### src/rtl/cs_res_pkg.sv
package cs_res_pkg;
  typedef enum logic [1:0] {
    ERR_NONE   = 2'd0,
    ERR_NOADDR = 2'd1,
    ERR_BADCFG = 2'd2
  } res_err_e;

  typedef enum logic [1:0] {
    ST_IDLE   = 2'd0,
    ST_SCAN   = 2'd1,
    ST_RESCAN = 2'd2
  } res_state_e;
endpackage

### src/rtl/cs_entry_sel.sv
module cs_entry_sel #(
  parameter int NUM_CS = 8,
  parameter int NUM_W  = 4,
  parameter int RANK_W = 3,
  parameter int ADDR_W = 36,
  localparam int IDX_W = (NUM_CS > 1) ? $clog2(NUM_CS) : 1
) (
  input  logic [IDX_W-1:0]         idx_i,
  input  logic [NUM_CS*NUM_W-1:0]  cs_num_i,
  input  logic [NUM_CS*ADDR_W-1:0] cs_base_i,
  input  logic [NUM_CS*ADDR_W-1:0] cs_mask_i,
  input  logic [NUM_CS-1:0]        cs_fail_i,
  input  logic [NUM_CS*RANK_W-1:0] cs_rank_i,
  output logic [NUM_W-1:0]         num_o,
  output logic [ADDR_W-1:0]        base_o,
  output logic [ADDR_W-1:0]        mask_o,
  output logic                     fail_o,
  output logic [RANK_W-1:0]        rank_o
);
  logic [NUM_W-1:0]  num_a  [NUM_CS];
  logic [ADDR_W-1:0] base_a [NUM_CS];
  logic [ADDR_W-1:0] mask_a [NUM_CS];
  logic [RANK_W-1:0] rank_a [NUM_CS];

  for (genvar g = 0; g < NUM_CS; g++) begin : g_unpack
    assign num_a[g]  = cs_num_i[g*NUM_W +: NUM_W];
    assign base_a[g] = cs_base_i[g*ADDR_W +: ADDR_W];
    assign mask_a[g] = cs_mask_i[g*ADDR_W +: ADDR_W];
    assign rank_a[g] = cs_rank_i[g*RANK_W +: RANK_W];
  end

  assign num_o  = num_a[idx_i];
  assign base_o = base_a[idx_i];
  assign mask_o = mask_a[idx_i];
  assign fail_o = cs_fail_i[idx_i];
  assign rank_o = rank_a[idx_i];
endmodule

### src/rtl/cs_seed_gen.sv
module cs_seed_gen #(
  parameter int ADDR_W   = 36,
  parameter int HI_HI    = 29,
  parameter int HI_LO    = 19,
  parameter int LO_HI    = 13,
  parameter int LO_LO    = 5,
  parameter int UNMASK_N = 2
) (
  input  logic [ADDR_W-1:0] base_i,
  input  logic [ADDR_W-1:0] mask_i,
  input  logic              lo_en_i,
  output logic [ADDR_W-1:0] seed_o
);
  localparam int HI_N = HI_HI - HI_LO + 1;
  localparam int LO_N = LO_HI - LO_LO + 1;

  logic [ADDR_W-1:0] hi_part, lo_part, um_part;

  always_comb begin
    hi_part = '0;
    hi_part[HI_HI:HI_LO] = base_i[HI_HI:HI_LO] & ~mask_i[HI_HI:HI_LO];
  end

  always_comb begin
    lo_part = '0;
    if (lo_en_i) lo_part[LO_HI:LO_LO] = base_i[LO_HI:LO_LO] & ~mask_i[LO_HI:LO_LO];
  end

  if (UNMASK_N > 0) begin : g_unmask
    always_comb begin
      um_part = '0;
      um_part[HI_HI+UNMASK_N:HI_HI+1] = base_i[HI_HI+UNMASK_N:HI_HI+1];
    end
  end else begin : g_no_unmask
    assign um_part = '0;
  end

  assign seed_o = hi_part | lo_part | um_part;

  initial begin
    if (HI_N < 1 || LO_N < 1 || HI_LO <= LO_HI || HI_HI + UNMASK_N >= ADDR_W)
      $display("cs_seed_gen: inconsistent field parameters");
  end
endmodule

### src/rtl/cs_scan_fsm.sv
module cs_scan_fsm
  import cs_res_pkg::*;
#(
  parameter int NUM_CS = 8,
  parameter int NUM_W  = 4,
  parameter int RANK_W = 3,
  parameter int ADDR_W = 36,
  localparam int IDX_W = (NUM_CS > 1) ? $clog2(NUM_CS) : 1
) (
  input  logic              clk_i,
  input  logic              rst_ni,
  input  logic              start_i,
  input  logic [RANK_W-1:0] req_rank_i,
  input  logic [NUM_W-1:0]  spare_cs_i,
  input  logic [NUM_W-1:0]  bad_cs_i,
  input  logic [NUM_W-1:0]  ent_num_i,
  input  logic              ent_fail_i,
  input  logic [RANK_W-1:0] ent_rank_i,
  input  logic [ADDR_W-1:0] ent_seed_i,
  output logic [IDX_W-1:0]  idx_o,
  output logic              done_o,
  output logic [1:0]        err_o,
  output logic [ADDR_W-1:0] seed_o
);
  localparam logic [NUM_W-1:0] ABSENT = '1;
  localparam logic [IDX_W-1:0] LAST   = IDX_W'(NUM_CS - 1);

  res_state_e        st_q;
  logic [IDX_W-1:0]  idx_q;
  logic [RANK_W-1:0] rank_q;
  logic              done_q;
  res_err_e          err_q;
  logic [ADDR_W-1:0] seed_q;

  logic     bad_vld, spare_vld, hit, is_bad, is_last;
  logic     fin, to_rescan;
  res_err_e nxt_err;

  assign bad_vld   = (bad_cs_i != ABSENT);
  assign spare_vld = (spare_cs_i != ABSENT);
  assign hit       = (ent_rank_i == rank_q);
  assign is_bad    = bad_vld && (ent_num_i == bad_cs_i);
  assign is_last   = (idx_q == LAST);

  always_comb begin
    fin       = 1'b0;
    to_rescan = 1'b0;
    nxt_err   = ERR_NONE;
    unique case (st_q)
      ST_SCAN: begin
        if (hit) begin
          if (is_bad) begin
            fin = 1'b1; nxt_err = ERR_NOADDR;
          end else if (ent_fail_i) begin
            fin = 1'b1; nxt_err = ERR_NOADDR;
          end else if (spare_vld && bad_vld && ent_num_i == spare_cs_i) begin
            to_rescan = 1'b1;
          end else begin
            fin = 1'b1;
          end
        end else if (is_last) begin
          fin = 1'b1; nxt_err = ERR_NOADDR;
        end
      end
      ST_RESCAN: begin
        if (is_bad) begin
          fin = 1'b1;
        end else if (is_last) begin
          fin = 1'b1; nxt_err = ERR_BADCFG;
        end
      end
      default: ;
    endcase
  end

  always_ff @(posedge clk_i or negedge rst_ni) begin
    if (!rst_ni) begin
      st_q   <= ST_IDLE;
      idx_q  <= '0;
      rank_q <= '0;
      done_q <= 1'b0;
      err_q  <= ERR_NONE;
      seed_q <= '0;
    end else begin
      done_q <= 1'b0;
      unique case (st_q)
        ST_IDLE: begin
          if (start_i) begin
            st_q   <= ST_SCAN;
            idx_q  <= '0;
            rank_q <= req_rank_i;
          end
        end
        default: begin
          if (fin) begin
            st_q   <= ST_IDLE;
            idx_q  <= '0;
            done_q <= 1'b1;
            err_q  <= nxt_err;
            seed_q <= (nxt_err == ERR_NONE) ? ent_seed_i : '0;
          end else if (to_rescan) begin
            st_q  <= ST_RESCAN;
            idx_q <= '0;
          end else begin
            idx_q <= idx_q + 1'b1;
          end
        end
      endcase
    end
  end

  assign idx_o  = idx_q;
  assign done_o = done_q;
  assign err_o  = err_q;
  assign seed_o = seed_q;

  AST_DONE_PULSE: assert property (@(posedge clk_i) disable iff (!rst_ni)
    done_q |=> !done_q);
  AST_NO_DONE_BUSY: assert property (@(posedge clk_i) disable iff (!rst_ni)
    (st_q != ST_IDLE) |-> !done_q);
  AST_IDX_STEP: assert property (@(posedge clk_i) disable iff (!rst_ni)
    (st_q != ST_IDLE && !fin && !to_rescan) |=> (idx_q == $past(idx_q) + 1'b1));
  AST_BADCFG_FROM_RESCAN: assert property (@(posedge clk_i) disable iff (!rst_ni)
    (st_q == ST_RESCAN && fin) |=> (err_q != ERR_NOADDR));
  AST_START_IGNORED: assert property (@(posedge clk_i) disable iff (!rst_ni)
    (st_q != ST_IDLE) |=> (rank_q == $past(rank_q)));
endmodule

### src/rtl/cs_rank_resolver.sv
module cs_rank_resolver
  import cs_res_pkg::*;
#(
  parameter int NUM_CS   = 8,
  parameter int NUM_W    = 4,
  parameter int RANK_W   = 3,
  parameter int ADDR_W   = 36,
  parameter int FCTR_W   = 4,
  parameter int HI_HI    = 29,
  parameter int HI_LO    = 19,
  parameter int LO_HI    = 13,
  parameter int LO_LO    = 5,
  parameter int UNMASK_N = 2
) (
  input  logic                     clk_i,
  input  logic                     rst_ni,
  input  logic                     start_i,
  input  logic [RANK_W-1:0]        req_rank_i,
  input  logic [NUM_W-1:0]         spare_cs_i,
  input  logic [NUM_W-1:0]         bad_cs_i,
  input  logic [FCTR_W-1:0]        intlv_fctr_i,
  input  logic [NUM_CS*NUM_W-1:0]  cs_num_i,
  input  logic [NUM_CS*ADDR_W-1:0] cs_base_i,
  input  logic [NUM_CS*ADDR_W-1:0] cs_mask_i,
  input  logic [NUM_CS-1:0]        cs_fail_i,
  input  logic [NUM_CS*RANK_W-1:0] cs_rank_i,
  output logic                     done_o,
  output logic [1:0]               err_o,
  output logic [ADDR_W-1:0]        seed_o
);
  localparam int IDX_W = (NUM_CS > 1) ? $clog2(NUM_CS) : 1;

  logic [IDX_W-1:0]  idx;
  logic [NUM_W-1:0]  ent_num;
  logic [ADDR_W-1:0] ent_base, ent_mask, ent_seed;
  logic              ent_fail, lo_en;
  logic [RANK_W-1:0] ent_rank;

  assign lo_en = (intlv_fctr_i > FCTR_W'(1));

  cs_entry_sel #(.NUM_CS(NUM_CS), .NUM_W(NUM_W), .RANK_W(RANK_W), .ADDR_W(ADDR_W)) u_sel (
    .idx_i(idx), .cs_num_i(cs_num_i), .cs_base_i(cs_base_i), .cs_mask_i(cs_mask_i),
    .cs_fail_i(cs_fail_i), .cs_rank_i(cs_rank_i), .num_o(ent_num), .base_o(ent_base),
    .mask_o(ent_mask), .fail_o(ent_fail), .rank_o(ent_rank)
  );

  cs_seed_gen #(.ADDR_W(ADDR_W), .HI_HI(HI_HI), .HI_LO(HI_LO), .LO_HI(LO_HI),
                .LO_LO(LO_LO), .UNMASK_N(UNMASK_N)) u_seed (
    .base_i(ent_base), .mask_i(ent_mask), .lo_en_i(lo_en), .seed_o(ent_seed)
  );

  cs_scan_fsm #(.NUM_CS(NUM_CS), .NUM_W(NUM_W), .RANK_W(RANK_W), .ADDR_W(ADDR_W)) u_fsm (
    .clk_i(clk_i), .rst_ni(rst_ni), .start_i(start_i), .req_rank_i(req_rank_i),
    .spare_cs_i(spare_cs_i), .bad_cs_i(bad_cs_i), .ent_num_i(ent_num),
    .ent_fail_i(ent_fail), .ent_rank_i(ent_rank), .ent_seed_i(ent_seed),
    .idx_o(idx), .done_o(done_o), .err_o(err_o), .seed_o(seed_o)
  );

  AST_LO_GATED: assert property (@(posedge clk_i) disable iff (!rst_ni)
    (done_o && intlv_fctr_i <= FCTR_W'(1)) |-> (seed_o[LO_HI:LO_LO] == '0));
  AST_ERR_CODE: assert property (@(posedge clk_i) disable iff (!rst_ni)
    done_o |-> (err_o != 2'd3));
  AST_QUIET_GAP: assert property (@(posedge clk_i) disable iff (!rst_ni)
    (done_o && seed_o != '0) |-> (err_o == ERR_NONE));
endmodule

### config.mk
export PLATFORM = sky130hd
export DESIGN_NAME = cs_rank_resolver
export DESIGN_NICKNAME = d
export VERILOG_FILES = /design/src/rtl/cs_res_pkg.sv /design/src/rtl/cs_entry_sel.sv /design/src/rtl/cs_seed_gen.sv /design/src/rtl/cs_scan_fsm.sv /design/src/rtl/cs_rank_resolver.sv
export SDC_FILE = /design/constraint.sdc
export NUM_CORES = 1
export LEC_CHECK = 0
export ABC_AREA = 1
export BUFFER_PORTS_ARGS = -buffer_cell sky130_fd_sc_hd__buf_2
export CORE_AREA = 2 2 268 270
export DETAILED_ROUTE_END_ITERATION = 8
export DIE_AREA = 0 0 270 272
export SLEW_MARGIN = 5
export SYNTH_ARGS = -nofsm -noshare
export SYNTH_HDL_FRONTEND = slang
export SYNTH_SLANG_ARGS = --single-unit
### constraint.sdc
create_clock -name clk_i -period 2.1 [get_ports clk_i]
set_clock_uncertainty 0.05 [all_clocks]
set_input_delay 0.105 -clock clk_i [delete_from_list [all_inputs] [get_ports clk_i]]
set_output_delay 0.105 -clock clk_i [all_outputs]
set_load 0.05 [all_outputs]
======== Word-level counts from Yosys, hierarchy flattened ========
Cells that the tools add are included.
storage, ports and cells
  register bits after elaboration ......... 47
  input bits .............................. 658
  output and inout bits ................... 39
  logic and storage cells ................. 81
operators by class
  eq/ne operators ......................... 9
  reduce and logical (&&, ||, !) cells .... 9
  bitwise logic cells ..................... 8
  order comparisons ....................... 3
  multiplexer cells ....................... 45
  add/subtract/negate cells ............... 1
operators with widths
  cell                                                                             number
  36-bit binary-select mux with 3-bit select                                       2
  32-bit two-way mux                                                               2
  30-bit two-way mux                                                               2
  36-bit two-way mux                                                               1
  36-bit by 32-bit OR with 36-bit output                                           1
  30-bit by 14-bit OR with 30-bit output                                           1
  3-bit two-way mux                                                                6
  1-bit two-way mux                                                                16
  2-bit two-way mux                                                                8
  4-bit binary-select mux with 3-bit select                                        1
  11-bit bitwise AND                                                               1
  11-bit NOT                                                                       1
  9-bit bitwise AND                                                                1
  3-bit binary-select mux with 3-bit select                                        1
  9-bit two-way mux                                                                1
  9-bit NOT                                                                        1
  4-bit == test                                                                    2
  4-bit two-way mux                                                                2
  4-bit inequality test, second input constant                                     2
  2-bit AND reduction                                                              3
  4-bit greater-or-equal comparator, second input constant                         1
  4-bit by 1-bit greater-than comparator with 1-bit output, second input constant  1
  2-bit zero test                                                                  2
  3-bit by 4-bit < comparator with 1-bit output, second input constant             1
  13 further kinds                                                                 15

======== Longest topological paths before layout ========
  depth after elaboration ................. 14
  mapped depth ............................ 20
  depth with buffers taken out ............ 18

======== Modules after synthesis ========
A second synthesis with hierarchy kept.
second synthesis, totals
  cell total of the unflattened synthesis .. 2467
  area, all modules ....................... 11327.1 um^2
by module, submodules not included
  module            instances  cells each  sequential area each (um^2)  area an instance (um^2)
  cs_entry_sel      1          2126        0.0                          8623.3
  cs_scan_fsm       1          280         1176.1                       2407.3
  cs_seed_gen       1          58          0.0                          285.3
  cs_rank_resolver  1          3           0.0                          11.3

======== Worst setup path after synthesis ========
No wires, ideal clock.
  path kind ............................... register to register
  start ................................... register u_fsm.idx_q[0] (netlist: u_fsm.idx_o[0])
  end ..................................... register u_fsm.seed_q[10] (netlist: u_fsm.seed_o[10])
  path buffers ............................ 4
  setup slack ............................. -0.014 ns
  arrival ................................. 1.941 ns
  setup time .............................. 0.122 ns
  stages on the path, launching flop included .. 18
  required time ........................... 1.928 ns
  clock period less this slack ............ 2.114 ns
  cells stage by stage .................... dfrtp_1 > buf_6 > inv_6 > buf_6 > nand2_1 > nand3_1 > nand3_1 > nand2_1 > xor2_2 > nand3_2 > nand3_1 > nand2_1 > nand2_1 > nand3_2 > buf_6 > buf_6 > nand2_1 > o21ai_1
on the way
  word-level cells in the longest chain between the ends .. 12
  elaborated cells on any way between the ends .. 43
  classes of those cells .................. eq/ne: 4; mux: 30; bitwise: 5; reduce/logical: 4
ends and longest elaborated chain
  what                                                  line                source
  from (decl)                                           cs_scan_fsm.sv:29   logic [IDX_W-1:0] idx_q;
  from (signal assigned)                                cs_scan_fsm.sv:105  idx_q <= idx_q + 1'b1;
  3-bit NOT with 4-bit output (not written as such)     --
  4-bit binary-select mux with 3-bit select             cs_entry_sel.sv:32  assign num_o = num_a[idx_i];
  4-bit two-way mux (not written as such) (2 in a row)  cs_entry_sel.sv:32
  4-bit == test                                         cs_scan_fsm.sv:56   end else if (spare_vld && bad_vld && ent_num_i == spare_cs_i) begin
  1-bit logical AND                                     cs_scan_fsm.sv:56
  1-bit two-way mux                                     cs_scan_fsm.sv:56
  1-bit two-way mux                                     cs_scan_fsm.sv:54   end else if (ent_fail_i) begin
  1-bit two-way mux                                     cs_scan_fsm.sv:52   if (is_bad) begin
  1-bit two-way mux                                     cs_scan_fsm.sv:51   if (hit) begin
  1-bit one-hot mux with 2 select lines                 cs_scan_fsm.sv:49   unique case (st_q)
  2-bit AND reduction (no line)                         --
  to (signal assigned)                                  cs_scan_fsm.sv:100  seed_q <= (nxt_err == ERR_NONE) ? ent_seed_i : '0;
  to (decl)                                             cs_scan_fsm.sv:33   logic [ADDR_W-1:0] seed_q;
Several ways; a longest one is shown, not always the timed one. The select of a mux whose other input is x is not followed.
A chain may end at the register's enable or synchronous reset.

======== Worst setup path in the final report ========
  start ................................... register u_fsm.idx_q[0] (netlist: u_fsm.idx_o[0])
  end ..................................... register u_fsm.seed_q[26] (netlist: u_fsm.seed_o[26])
Same word-level chain as after synthesis.

==> impl_metrics.env <==
export IMPL_status="complete, but fails checks"
export IMPL_violations="negative setup slack"
export IMPL_synthArstFlopShare_pct=100
export IMPL_slew_limit_headroom_pct=58.6
export IMPL_dp_slack_ns=-0.392
export IMPL_antenna_found_initial=77
export IMPL_grt_util_all_layers_pct=11.9
export IMPL_die_x_um=270
export IMPL_routed_via_density=3.41
export IMPL_irDropWorstVdd_mv=0.505
export IMPL_cts_reportedPaths_clkPinSlew_ns=0.06
export IMPL_rrSetupSlack_ns=-0.37
export IMPL_ant_nets=0
export IMPL_ys_types=32
export IMPL_core_um2=70800
export IMPL_port_buffers=441
export IMPL_crit_required_ns=2.23
export IMPL_cp_data_arrival_time_ns=2.60
export IMPL_routedWlPerCell_um=21.1
export IMPL_finalNetCount=1941
export IMPL_period_minus_slack_ns=2.47
export IMPL_avgSynthCellArea_um2=5.67
export IMPL_drc=0
export IMPL_fin_ws_ns=-0.367
export IMPL_yosys_register_bits=33
export IMPL_period_share_pct=117
export IMPL_worst_setup_path_end_kind="flop"
export IMPL_cap_violations=0
export IMPL_fmax_mhz=405
export IMPL_worst_pin_slew_ns=0.620
export IMPL_final_hold_viol_count=0
export IMPL_yosysWarnings=0
export IMPL_drt_iter0_markers=355
export IMPL_crit_fanout=8
export IMPL_finalWirelength_um=47700
export IMPL_hp_start="req_rank_i[2]"
export IMPL_ys_seq_area_share_pct=18.1
export IMPL_r2r_start="u_fsm.idx_o[0]"
export IMPL_drt_pass1_iter_count=5
export IMPL_first_global_vias=7388
export IMPL_htreeDepth=2
export IMPL_cts_buffers=5
export IMPL_hpwlAfterDp_um=40400
export IMPL_ys_flop_type="dfrtp_1"
export IMPL_drv_slew=0
export IMPL_min_to="u_fsm.rank_q[2]"
export IMPL_rsz0062_at_grt="yes"
export IMPL_areaGrowthSynthToFinish_pct=95.8
export IMPL_die_area_um2=73400
export IMPL_power_density_nw_per_um2=952
export IMPL_setup_violations=30
export IMPL_hold_class="input port to flop"
export IMPL_grt_max_degree=54
export IMPL_gr_total_overflow=0
export IMPL_holdPathStages=3
export IMPL_startpoint_type="flop"
export IMPL_r2r_end="u_fsm.seed_o[26]"
export IMPL_synth_area_um2=4570
export IMPL_place_gp_congestion=0.886
export IMPL_synth_edf_count=0
export IMPL_drive_above_1_share_pct=46.7
export IMPL_worstSkewPairLatency_ns=0.29
export IMPL_postPlaceCellArea_um2=8100
export IMPL_fin_area_um2=8960
export IMPL_pin_count=697
export IMPL_clock_path_buffers=2
export IMPL_cts_root_buf="clkbuf_16"
export IMPL_grt_pass1_wl_um=58900
export IMPL_leakagePower_nw=4.59
export IMPL_syn_inst=807
export IMPL_rows=98
export IMPL_cts_tree="built"
export IMPL_die_h_um=272
export IMPL_critPathKind="flop to flop"
export IMPL_cts_sinks=33
export IMPL_reg2reg_depth=18
export IMPL_vias=7708
export IMPL_start_util_pct=6.46
-- power by group --
group          total (mW)  internal, mW  switching [mW]
clock network       0.785         0.437           0.348
registers            1.02         0.864           0.153
logic                6.72          2.39            4.34
-- cell families (layout without fill, tap and decap cells) --
family          Yosys count  count (layout)  synth area share (%)
compound gates          139             139                  20.5
xor+xnor                  1               1                 0.356
fa+ha+maj                 5               5                  1.37
buf+inv                 161             620                  16.5
flops                    33              33                  18.1
mux                       1               1                 0.246
other cells               1              43                0.0820
simple gates            466             466                  42.9
-- through the flow --
stage          TNS (ns)  hold WS, ns  std cells  power [mW]  util (%)
6_report          -8.81       0.0253       2258        8.53      12.7
4_1_cts           -7.27      0.00329       2207        7.99      11.8
2_1_floorplan         0       -0.241        820        4.50         -
3_5_place_dp      -8.44        0.120       2194        7.00      11.4
5_1_grt          -13.48       0.0299       2238        9.27      12.6
3_3_place_gp      -7.55        0.112       2194        6.98      11.4
-- sequential cells by signal, summed over array words and instances, names as in the netlist --
signal        cells
u_fsm.st_q        2
u_fsm.seed_o     22
u_fsm.done_o      1
u_fsm.idx_o       3
u_fsm.err_o       2
u_fsm.rank_q      3
-- placed cells by master (no fill, tap or decap), types with 3 or more instances in the layout --
master,count
o21ai_0,43
a221oi_1,4
ha_1,5
dfrtp_1,30
o21ai_1,15
nand2_2,23
nand4_1,10
nand3_1,91
nand2_1,276
diode_2,29
buf_6,6
o21ai_2,8
o22ai_1,19
buf_4,47
buf_2,441
clkbuf_16,12
nand3_2,21
o221ai_1,44
inv_1,91
nand3b_1,4
nor2_1,28
nor2_2,5
conb_1,14
buf_8,3
buf_12,9
-- routing by layer --
| metal | vias to the layer above | share of wire [%] | GRT usage (%) |
|---|---|---|---|
| met2 | 542 | 41 | 17.9 |
| met1 | 3397 | 42 | 14.3 |
| li1 | 3644 | - | - |
| met4 | 30 | 3.5 | 4.30 |
| met5 | - | 0.39 | 0 |
| met3 | 95 | 13 | 6.52 |
-- cells in the mapped netlist (2+ instances only) --
master    count  area share [%]
a221oi_1      4            0.77
buf_2         8            0.88
clkbuf_1     20             1.6
nor2_1       35             2.9
o21ai_1      15             1.6
inv_1        91             7.5
nand3b_1      4            0.66
buf_1        11            0.90
o22ai_1      20             2.7
o221ai_1     44             8.4
buf_6         8             2.0
o21ai_2       7             1.3
o21ai_0      44             4.8
nand3_2       4            0.88
nand2_1     299              25
a21oi_2       2            0.38
ha_1          5             1.4
buf_4        19             3.1
inv_2         2            0.16
dfrtp_1      33              18
nand3_1     110              12
a21oi_1       2            0.22
nand4_1      10             1.4
nor3_1        2            0.22
-- worst max-delay path, stage by stage (launching register included) --
cell and delay (ns):
dfrtp_4 0.52, buf_8 0.15, clkbuf_16 0.15, nand2_1 0.06
nand3_1 0.09, nand3_2 0.09, nand2_2 0.07, nand2_1 0.06
nand2_1 0.06, nor2_2 0.11, nand3_2 0.13, nand3_2 0.11
nand2_1 0.06, nand2_2 0.09, nand3_4 0.08, buf_12 0.16
clkbuf_16 0.18, nand2_1 0.06, o21ai_1 0.05
-- worst max path at each step --
stage                              start               end  slack, ns  cells past startpoint
after floorplan           u_fsm.idx_o[0]  u_fsm.seed_o[10]      0.002                     18
after global placement    u_fsm.idx_o[0]   u_fsm.seed_o[6]      -0.32                     13
after detailed placement  u_fsm.idx_o[0]   u_fsm.seed_o[9]      -0.39                     13
after CTS                 u_fsm.idx_o[0]  u_fsm.seed_o[29]      -0.32                     17
after global routing      u_fsm.idx_o[0]  u_fsm.seed_o[29]      -0.53                     16
final                     u_fsm.idx_o[0]  u_fsm.seed_o[26]      -0.37                     18
-- repair_timing --
action	4_1_cts	5_1_grt
setup buffers	2	8
setup endpoints to repair	30	30
pin swaps	0	6
endpoints found under the hold margin	22	0
resized for setup	10	60
hold buffers	2	0
cloned	1	14
-- final cells by class --
| class | instances | area, um^2 |
|---|---|---|
| fillers | 8363 | 61800 |
| multi-input cells | 626 | 3260 |
| repair buffers | 516 | 3080 |
| well taps | 950 | 1190 |
| flip-flops and latches | 33 | 832 |
| inverters | 95 | 372 |
| clock buffers | 5 | 125 |
| diodes | 29 | 72.6 |
| clock inverters | 3 | 17.5 |
| repair inverters | 1 | 11.3 |
(Power assumes the default switching activity.)
